### src/rtl/eep_pkg.sv
package eep_pkg;
   typedef enum logic [2:0] {
      PH_IDLE,
      PH_CTRL,
      PH_WADDR,
      PH_WDATA,
      PH_READ,
      PH_SKIP
   } phase_e;
endpackage

### src/rtl/eep_line_sense.sv
module eep_line_sense (
   input  logic clk,
   input  logic rst_n,
   input  logic scl_i,
   input  logic sda_i,
   output logic sda_bit,
   output logic scl_rise,
   output logic scl_fall,
   output logic bus_start,
   output logic bus_stop
);
   logic scl_q, scl_qq, sda_q, sda_qq;

   always_ff @(posedge clk or negedge rst_n) begin
      if (!rst_n) begin
         scl_q  <= 1'b1;
         scl_qq <= 1'b1;
         sda_q  <= 1'b1;
         sda_qq <= 1'b1;
      end else begin
         scl_q  <= scl_i;
         scl_qq <= scl_q;
         sda_q  <= sda_i;
         sda_qq <= sda_q;
      end
   end

   assign sda_bit   = sda_q;
   assign scl_rise  = scl_q & ~scl_qq;
   assign scl_fall  = ~scl_q & scl_qq;
   assign bus_start = scl_q & scl_qq & sda_qq & ~sda_q;
   assign bus_stop  = scl_q & scl_qq & ~sda_qq & sda_q;
endmodule

### src/rtl/eep_bus_fsm.sv
module eep_bus_fsm
   import eep_pkg::*;
#(
   parameter int         ADDR_W     = 7,
   parameter int         DATA_W     = 8,
   parameter int         PAGE_BYTES = 8,
   parameter logic [6:0] DEV_ID     = 7'b1010000
) (
   input  logic              clk,
   input  logic              rst_n,
   input  logic              scl_rise,
   input  logic              scl_fall,
   input  logic              bus_start,
   input  logic              bus_stop,
   input  logic              sda_bit,
   input  logic              busy_i,
   input  logic              wr_allow_i,
   input  logic [DATA_W-1:0] rd_data_i,
   output logic [ADDR_W-1:0] rd_addr_o,
   output logic              sda_low_o,
   output logic              ctrl_hit_o,
   output logic              lat_clear_o,
   output logic              push_o,
   output logic [ADDR_W-1:0] push_addr_o,
   output logic [DATA_W-1:0] push_data_o,
   output logic              commit_req_o
);
   localparam int         PW    = $clog2(PAGE_BYTES);
   localparam logic [3:0] LAST  = 4'(DATA_W);
   localparam logic [3:0] ACKB  = 4'(DATA_W + 1);

   phase_e            phase;
   logic [3:0]        bit_cnt;
   logic [DATA_W-1:0] shreg;
   logic [ADDR_W-1:0] addr;
   logic              rd_mode;
   logic              m_ack;

   assign rd_addr_o = addr;

   always_ff @(posedge clk or negedge rst_n) begin
      if (!rst_n) begin
         phase        <= PH_IDLE;
         bit_cnt      <= '0;
         shreg        <= '0;
         addr         <= '0;
         rd_mode      <= 1'b0;
         m_ack        <= 1'b0;
         sda_low_o    <= 1'b0;
         ctrl_hit_o   <= 1'b0;
         lat_clear_o  <= 1'b0;
         push_o       <= 1'b0;
         push_addr_o  <= '0;
         push_data_o  <= '0;
         commit_req_o <= 1'b0;
      end else begin
         ctrl_hit_o   <= 1'b0;
         lat_clear_o  <= 1'b0;
         push_o       <= 1'b0;
         commit_req_o <= 1'b0;
         if (bus_start) begin
            phase       <= PH_CTRL;
            bit_cnt     <= '0;
            sda_low_o   <= 1'b0;
            lat_clear_o <= 1'b1;
         end else if (bus_stop) begin
            phase        <= PH_IDLE;
            bit_cnt      <= '0;
            sda_low_o    <= 1'b0;
            commit_req_o <= 1'b1;
         end else if (scl_rise) begin
            case (phase)
               PH_CTRL, PH_WADDR, PH_WDATA: begin
                  if (bit_cnt < LAST) shreg <= {shreg[DATA_W-2:0], sda_bit};
                  bit_cnt <= bit_cnt + 4'd1;
               end
               PH_READ: begin
                  if (bit_cnt == LAST) m_ack <= ~sda_bit;
                  bit_cnt <= bit_cnt + 4'd1;
               end
               default: ;
            endcase
         end else if (scl_fall) begin
            case (phase)
               PH_CTRL, PH_WADDR, PH_WDATA: begin
                  if (bit_cnt == LAST) begin
                     if (phase == PH_CTRL) begin
                        if (shreg[DATA_W-1:1] == DEV_ID && !busy_i) begin
                           sda_low_o  <= 1'b1;
                           ctrl_hit_o <= 1'b1;
                           rd_mode    <= shreg[0];
                        end else begin
                           phase <= PH_SKIP;
                        end
                     end else if (phase == PH_WADDR) begin
                        addr      <= shreg[ADDR_W-1:0];
                        sda_low_o <= 1'b1;
                     end else begin
                        sda_low_o <= 1'b1;
                        if (wr_allow_i) begin
                           push_o      <= 1'b1;
                           push_addr_o <= addr;
                           push_data_o <= shreg;
                        end
                        addr <= {addr[ADDR_W-1:PW], addr[PW-1:0] + PW'(1)};
                     end
                  end else if (bit_cnt == ACKB) begin
                     bit_cnt   <= '0;
                     sda_low_o <= 1'b0;
                     if (phase == PH_CTRL) begin
                        if (rd_mode) begin
                           phase     <= PH_READ;
                           shreg     <= rd_data_i;
                           sda_low_o <= ~rd_data_i[DATA_W-1];
                           addr      <= addr + ADDR_W'(1);
                        end else begin
                           phase <= PH_WADDR;
                        end
                     end else if (phase == PH_WADDR) begin
                        phase <= PH_WDATA;
                     end
                  end
               end
               PH_READ: begin
                  if (bit_cnt >= 4'd1 && bit_cnt < LAST) begin
                     shreg     <= {shreg[DATA_W-2:0], 1'b0};
                     sda_low_o <= ~shreg[DATA_W-2];
                  end else if (bit_cnt == LAST) begin
                     sda_low_o <= 1'b0;
                  end else if (bit_cnt == ACKB) begin
                     bit_cnt <= '0;
                     if (m_ack) begin
                        shreg     <= rd_data_i;
                        sda_low_o <= ~rd_data_i[DATA_W-1];
                        addr      <= addr + ADDR_W'(1);
                     end else begin
                        sda_low_o <= 1'b0;
                        phase     <= PH_SKIP;
                     end
                  end
               end
               default: ;
            endcase
         end
      end
   end
endmodule

### src/rtl/eep_page_latch.sv
module eep_page_latch #(
   parameter int ADDR_W     = 7,
   parameter int DATA_W     = 8,
   parameter int PAGE_BYTES = 8
) (
   input  logic                                clk,
   input  logic                                rst_n,
   input  logic                                clear_i,
   input  logic                                push_i,
   input  logic [ADDR_W-1:0]                   push_addr_i,
   input  logic [DATA_W-1:0]                   push_data_i,
   input  logic                                commit_req_i,
   output logic                                commit_o,
   output logic [ADDR_W-$clog2(PAGE_BYTES)-1:0] base_o,
   output logic [PAGE_BYTES-1:0][DATA_W-1:0]   data_o,
   output logic [PAGE_BYTES-1:0]               valid_o
);
   localparam int PW = $clog2(PAGE_BYTES);

   assign commit_o = commit_req_i & (|valid_o);

   always_ff @(posedge clk or negedge rst_n) begin
      if (!rst_n)      base_o <= '0;
      else if (push_i) base_o <= push_addr_i[ADDR_W-1:PW];
   end

   for (genvar s = 0; s < PAGE_BYTES; s++) begin : g_slot
      always_ff @(posedge clk or negedge rst_n) begin
         if (!rst_n) begin
            valid_o[s] <= 1'b0;
            data_o[s]  <= '0;
         end else if (clear_i || commit_o) begin
            valid_o[s] <= 1'b0;
         end else if (push_i && push_addr_i[PW-1:0] == PW'(s)) begin
            valid_o[s] <= 1'b1;
            data_o[s]  <= push_data_i;
         end
      end
   end
endmodule

### src/rtl/eep_cell_array.sv
module eep_cell_array #(
   parameter int ADDR_W       = 7,
   parameter int DATA_W       = 8,
   parameter int PAGE_BYTES   = 8,
   parameter int WRITE_CYCLES = 1000
) (
   input  logic                                 clk,
   input  logic                                 rst_n,
   input  logic                                 commit_i,
   input  logic [ADDR_W-$clog2(PAGE_BYTES)-1:0] base_i,
   input  logic [PAGE_BYTES-1:0][DATA_W-1:0]    data_i,
   input  logic [PAGE_BYTES-1:0]                valid_i,
   input  logic [ADDR_W-1:0]                    rd_addr_i,
   output logic [DATA_W-1:0]                    rd_data_o,
   output logic                                 busy_o
);
   localparam int DEPTH = 1 << ADDR_W;
   localparam int PW    = $clog2(PAGE_BYTES);
   localparam int TW    = $clog2(WRITE_CYCLES + 1);

   logic [DATA_W-1:0] mem [DEPTH];
   logic [TW-1:0]     timer;

   always_ff @(posedge clk or negedge rst_n) begin
      if (!rst_n) begin
         for (int k = 0; k < DEPTH; k++) mem[k] <= '0;
      end else if (commit_i) begin
         for (int s = 0; s < PAGE_BYTES; s++)
            if (valid_i[s]) mem[{base_i, PW'(s)}] <= data_i[s];
      end
   end

   always_ff @(posedge clk or negedge rst_n) begin
      if (!rst_n)            timer <= '0;
      else if (commit_i)     timer <= TW'(WRITE_CYCLES);
      else if (timer != '0)  timer <= timer - TW'(1);
   end

   assign busy_o    = (timer != '0);
   assign rd_data_o = mem[rd_addr_i];
endmodule

### src/rtl/twowire_eeprom_slave.sv
module twowire_eeprom_slave #(
   parameter int         ADDR_W       = 7,
   parameter int         DATA_W       = 8,
   parameter int         PAGE_BYTES   = 8,
   parameter logic [6:0] DEV_ID       = 7'b1010000,
   parameter int         WRITE_CYCLES = 1_000_000
) (
   input  logic clk,
   input  logic rst_n,
   input  logic scl_i,
   input  logic sda_i,
   input  logic wr_allow_i,
   output logic sda_low_o,
   output logic ctrl_hit_o
);
   localparam int PW = $clog2(PAGE_BYTES);
   localparam int BW = ADDR_W - PW;

   if (DATA_W != 8) begin : g_bad_data_w
      $error("DATA_W must be 8 for the byte-oriented bus");
   end
   if (ADDR_W < 2 || ADDR_W > 7) begin : g_bad_addr_w
      $error("ADDR_W must lie in 2..7");
   end
   if (PAGE_BYTES < 2 || (1 << PW) != PAGE_BYTES || PW >= ADDR_W) begin : g_bad_page
      $error("PAGE_BYTES must be a power of two smaller than the array");
   end
   if (WRITE_CYCLES < 1) begin : g_bad_cycles
      $error("WRITE_CYCLES must be at least 1");
   end

   logic sda_bit, scl_rise, scl_fall, bus_start, bus_stop;
   logic busy, commit, lat_clear, push, commit_req;
   logic [ADDR_W-1:0] rd_addr, push_addr;
   logic [DATA_W-1:0] rd_data, push_data;
   logic [BW-1:0]     page_base;
   logic [PAGE_BYTES-1:0][DATA_W-1:0] page_data;
   logic [PAGE_BYTES-1:0]             page_valid;

   eep_line_sense u_sense (
      .clk, .rst_n, .scl_i, .sda_i,
      .sda_bit, .scl_rise, .scl_fall, .bus_start, .bus_stop
   );

   eep_bus_fsm #(
      .ADDR_W(ADDR_W), .DATA_W(DATA_W), .PAGE_BYTES(PAGE_BYTES), .DEV_ID(DEV_ID)
   ) u_fsm (
      .clk, .rst_n, .scl_rise, .scl_fall, .bus_start, .bus_stop, .sda_bit,
      .busy_i(busy), .wr_allow_i, .rd_data_i(rd_data), .rd_addr_o(rd_addr),
      .sda_low_o, .ctrl_hit_o, .lat_clear_o(lat_clear), .push_o(push),
      .push_addr_o(push_addr), .push_data_o(push_data), .commit_req_o(commit_req)
   );

   eep_page_latch #(
      .ADDR_W(ADDR_W), .DATA_W(DATA_W), .PAGE_BYTES(PAGE_BYTES)
   ) u_latch (
      .clk, .rst_n, .clear_i(lat_clear), .push_i(push), .push_addr_i(push_addr),
      .push_data_i(push_data), .commit_req_i(commit_req), .commit_o(commit),
      .base_o(page_base), .data_o(page_data), .valid_o(page_valid)
   );

   eep_cell_array #(
      .ADDR_W(ADDR_W), .DATA_W(DATA_W), .PAGE_BYTES(PAGE_BYTES),
      .WRITE_CYCLES(WRITE_CYCLES)
   ) u_array (
      .clk, .rst_n, .commit_i(commit), .base_i(page_base), .data_i(page_data),
      .valid_i(page_valid), .rd_addr_i(rd_addr), .rd_data_o(rd_data), .busy_o(busy)
   );
endmodule

### config.mk
export PLATFORM = sky130hd
export DESIGN_NAME = twowire_eeprom_slave
export DESIGN_NICKNAME = d
export VERILOG_FILES = /design/src/rtl/eep_pkg.sv /design/src/rtl/eep_line_sense.sv /design/src/rtl/eep_bus_fsm.sv /design/src/rtl/eep_page_latch.sv /design/src/rtl/eep_cell_array.sv /design/src/rtl/twowire_eeprom_slave.sv
export SDC_FILE = /design/constraint.sdc
export NUM_CORES = 2
export LEC_CHECK = 0
export BUFFER_PORTS_ARGS = -buffer_cell sky130_fd_sc_hd__buf_2
export CORE_AREA = 2 2 336 271
export CTS_CLUSTER_DIAMETER = 80
export DETAILED_ROUTE_END_ITERATION = 10
export DIE_AREA = 0 0 338 273
export HOLD_SLACK_MARGIN = 0.02
export PLACE_DENSITY = 0.75
export SLEW_MARGIN = 25
export SYNTH_ARGS = -nofsm -noshare
export SYNTH_HDL_FRONTEND = slang
export SYNTH_SLANG_ARGS = --single-unit
### constraint.sdc
create_clock -name clk -period 2.9 [get_ports clk]
set_input_delay 0.29 -clock clk [delete_from_list [all_inputs] [get_ports clk]]
set_output_delay 0.29 -clock clk [all_outputs]
set_load 0.05 [all_outputs]
==> results.toml <==
[status]
outcome = "complete, but fails checks"
violations = "negative setup slack"

[sta]
worst_pin_slew_ns = 1.152
grt_setup_unrepaired = "yes"
post-route-period-util_pct = 101.0
maxSlewViolCount = 0
fin_crit_ns = 2.928
relSlewSlack_pct = 23.21
setup_violations = 5
fmax_ghz = 0.3415
clock_skew_ns = 0.02967
setup_slack_ns = -0.02810
timing.final.hold_violations = 0

[final_layout]
drive_gt1_share_pct = 50.06
fin_nets = 3849
area_delta_synth_final_pct = 15.30
finalNonFillerCells = 5130

[synthesis]
yosys-top-cells-area = "dfrtp_1 55%, mux2_2 24%, mux4_2 9.3%"
async_flop_share_pct = 100.0
yosysTopAreaCell = "dfrtp_1"
postSynthNetCount = 3533
syn-cell-area_sq_um = 53020
syn_avg_cell_area_sq_um = 15.07
synth_edf_count = 0
ys_types = 80
synth-seq-cells = 1168
ys_seq_area_share_pct = 55.13
yosys_warnings = 0
yosys.area.top_type_share_pct = 54.94
ys.flop_type = "dfrtp_1"
netlist_instances = 3518

[drt]
wl_per_cell_um = 36.10
vias = 35580
drt-initial-drc-count = 4235
first_pass_iters = 8
drc = 0
ant_nets = 0
wl_um = 185200
vias_per_cell = 6.935

[grt]
grt_pass1_wl_um = 265400
grt_overflow = 0
antenna_found_initial = 11
grt_pass1_vias = 36810
grt_usage_pct = 40.90
grt_max_degree = 114

[min_path]
min_to = "u_fsm.push_o$_DFF_PN0_"
holdPathStages = 4
min_from = "wr_allow_i"
hold_class = "input pin to flip-flop"

[power]
leakage_nw = 29.17
irDropWorstVdd_mv = 0.4656
p_per_area_nw_per_um2 = 537.3
power.total_w = 0.03285

[floorplan]
start_util_pct = 59.64
rows = 98
ios = 7
core_area_sq_um = 88900
die_x_um = 338
die_h_um = 273
die-area_sq_um = 92270

[clock_tree]
clk_latency_ns = 0.71
root_buffer = "clkbuf_16"
clock-sinks = 1168
ctsHtreeMaxLevel = 3
cts_made_buffers = 112
cts_tree = "built"
clk_pin_slew_ns = 0.07
clockBufferDepth = 3

[critical_path]
path_max_fanout = 12
r2r_start = "u_fsm.rd_addr_o[1]$_DFFE_PN0P_"
arrival_ns = 3.55
path_class = "flip-flop to flip-flop"
r2r_setup_slack_ns = -0.03
r2r_cells = 9
crit_required_ns = 3.52
critPathLaunchType = "flip-flop"
reg2reg_to = "u_fsm.shreg[5]$_DFFE_PN0P_"
crit_path_end_kind = "flip-flop"

[placed_design]
place_hpwl_um = 126900
portBuffers = 6
gp_congestion = 1.052
dp_cells = 4905

[flow_run]
drv_cap = 0
final cells by class:
class / instances / area (sq um)
Antenna cell: 1 / 2.502
Clock buffer: 163 / 3317
Clock inverter: 46 / 694.4
Fill cell: 5980 / 27760
Inverter: 19 / 71.32
Multi-Input combinational cell: 2131 / 22770
Sequential cell: 1168 / 29250
Tap cell: 1200 / 1501
Timing Repair Buffer: 402 / 3531
worst max path at each step:
stage | from | end | depth (start not counted)
final | u_fsm.rd_addr_o[1]$_DFFE_PN0P_ | u_fsm.shreg[5]$_DFFE_PN0P_ | 9
after global routing | u_fsm.rd_addr_o[0]$_DFFE_PN0P_ | u_fsm.shreg[2]$_DFFE_PN0P_ | 8
after CTS | u_fsm.rd_addr_o[0]$_DFFE_PN0P_ | u_fsm.shreg[0]$_DFFE_PN0P_ | 10
after detailed placement | u_fsm.rd_addr_o[0]$_DFFE_PN0P_ | u_fsm.shreg[6]$_DFFE_PN0P_ | 8
after global placement | u_fsm.rd_addr_o[0]$_DFFE_PN0P_ | u_fsm.shreg[6]$_DFFE_PN0P_ | 8
after floorplan | u_fsm.bit_cnt[0]$_DFFE_PN0P_ | u_fsm.rd_addr_o[3]$_DFFE_PN0P_ | 8
metal layers:
metal | global-route usage [%] | part of all wire [%] | up-vias
li1 | - | - | 13800
met1 | 53.90 | 37 | 18950
met2 | 60.31 | 44 | 2240
met3 | 11.76 | 11 | 587
met4 | 25.35 | 7.4 | 4
met5 | 0 | 0.027 | -
sequential cells by signal, indices dropped and copies added (netlist names), 3 cells and up:
name,count
u_array.mem,1024
u_array.timer,20
u_fsm.bit_cnt,4
u_fsm.phase,3
u_fsm.push_addr_o,7
u_fsm.push_data_o,8
u_fsm.rd_addr_o,7
u_fsm.shreg,8
u_latch.base_o,4
u_latch.data_o,64
u_latch.valid_o,8
kinds of logic after synthesis:
logic type | after synthesis | synth area share (%)
buf+inv | 219 | 2.093
simple gates | 431 | 3.880
fa+ha+maj | 10 | 0.2360
flops | 1168 | 55.13
mux | 1436 | 35.22
compound gates | 238 | 3.174
xor+xnor | 16 | 0.2643
cells in the final DEF (no fill, tap or decap), types with 8 or more instances in the layout:
master     netlist  final
nand2b_1         9      9
buf_12           4     36
a211oi_1        11      8
o22ai_1         11     11
a21oi_1         50     49
mux4_1          11     11
xor2_1           9      9
nand4_1         16     16
clkbuf_8         0     28
clkbuf_16        0    114
clkbuf_1       100     21
bufinv_16        0     16
mux2_2        1113   1113
o221ai_1        23     23
nor3_1          21     21
mux4_2         218    218
nand2_1         98     98
nor4_1          10      9
a221oi_1        14     12
buf_4           10    351
a22oi_1         41     40
or3_1           12     12
nor2b_1         20     18
nand3_1         26     26
inv_1           17     16
clkinv_2         0     21
ha_1            10     10
dfrtp_1       1164   1157
o21ai_0         28     27
mux2i_1         94     92
nor2_1         174    173
worst max-delay path: stages (launching register included):
cell and delay (ns):
dfrtp_4 0.58, buf_4 0.18, nand3b_1 0.21, buf_4 0.28
o221ai_1 0.70, a21oi_1 0.08, a22oi_1 0.25, buf_4 0.20
o311ai_0 0.12, o31ai_1 0.22
report_power, final:
part | leakage [nW] | internal, W | total, W | switching, W
clock network | 1.98 | 0.00936 | 0.0159 | 0.00657
registers | 16.3 | 0.0163 | 0.0163 | 0.0000330
logic | 10.9 | 0.000122 | 0.000571 | 0.000449
total | 29.2 | 0.0258 | 0.0328 | 0.00706
cells in the mapped netlist (25+ instances only):
master	number
a21oi_1	50
a22oi_1	41
buf_1	41
buf_2	25
clkbuf_1	100
dfrtp_1	1164
mux2_2	1113
mux2i_1	94
mux4_2	218
nand2_1	98
nand3_1	26
nor2_1	174
o21ai_0	28
metrics by stage:
step / util, % / TNS, ns / setup slack, ns / instance area [sq um] / hold WS [ns]
final: 68.77 / -0.07434 / -0.02810 / 61130 / 0.1226
after global placement: 63.90 / -0.5482 / -0.2489 / 56810 / 0.2711
after CTS: 68.65 / 0 / 0.01531 / 61030 / 0.09199
after global routing: 68.77 / -0.02504 / -0.01854 / 61130 / 0.1303
after detailed placement: 63.90 / -0.6551 / -0.2549 / 56810 / 0.2744
after floorplan: - / 0 / 0.4681 / 53020 / -0.005591
repair_timing:
| action | 4_1_cts | 5_1_grt |
|---|---|---|
| setup endpoints to repair | 8 | 12 |
| cloned | 1 | 0 |
| setup buffers | 10 | 1 |
| gates resized for setup | 4 | 18 |
| pin swaps | 1 | 2 |
| hold buffers | 3 | 0 |
| endpoints found under the hold margin | 95 | 0 |
(Power assumes the default switching activity.)
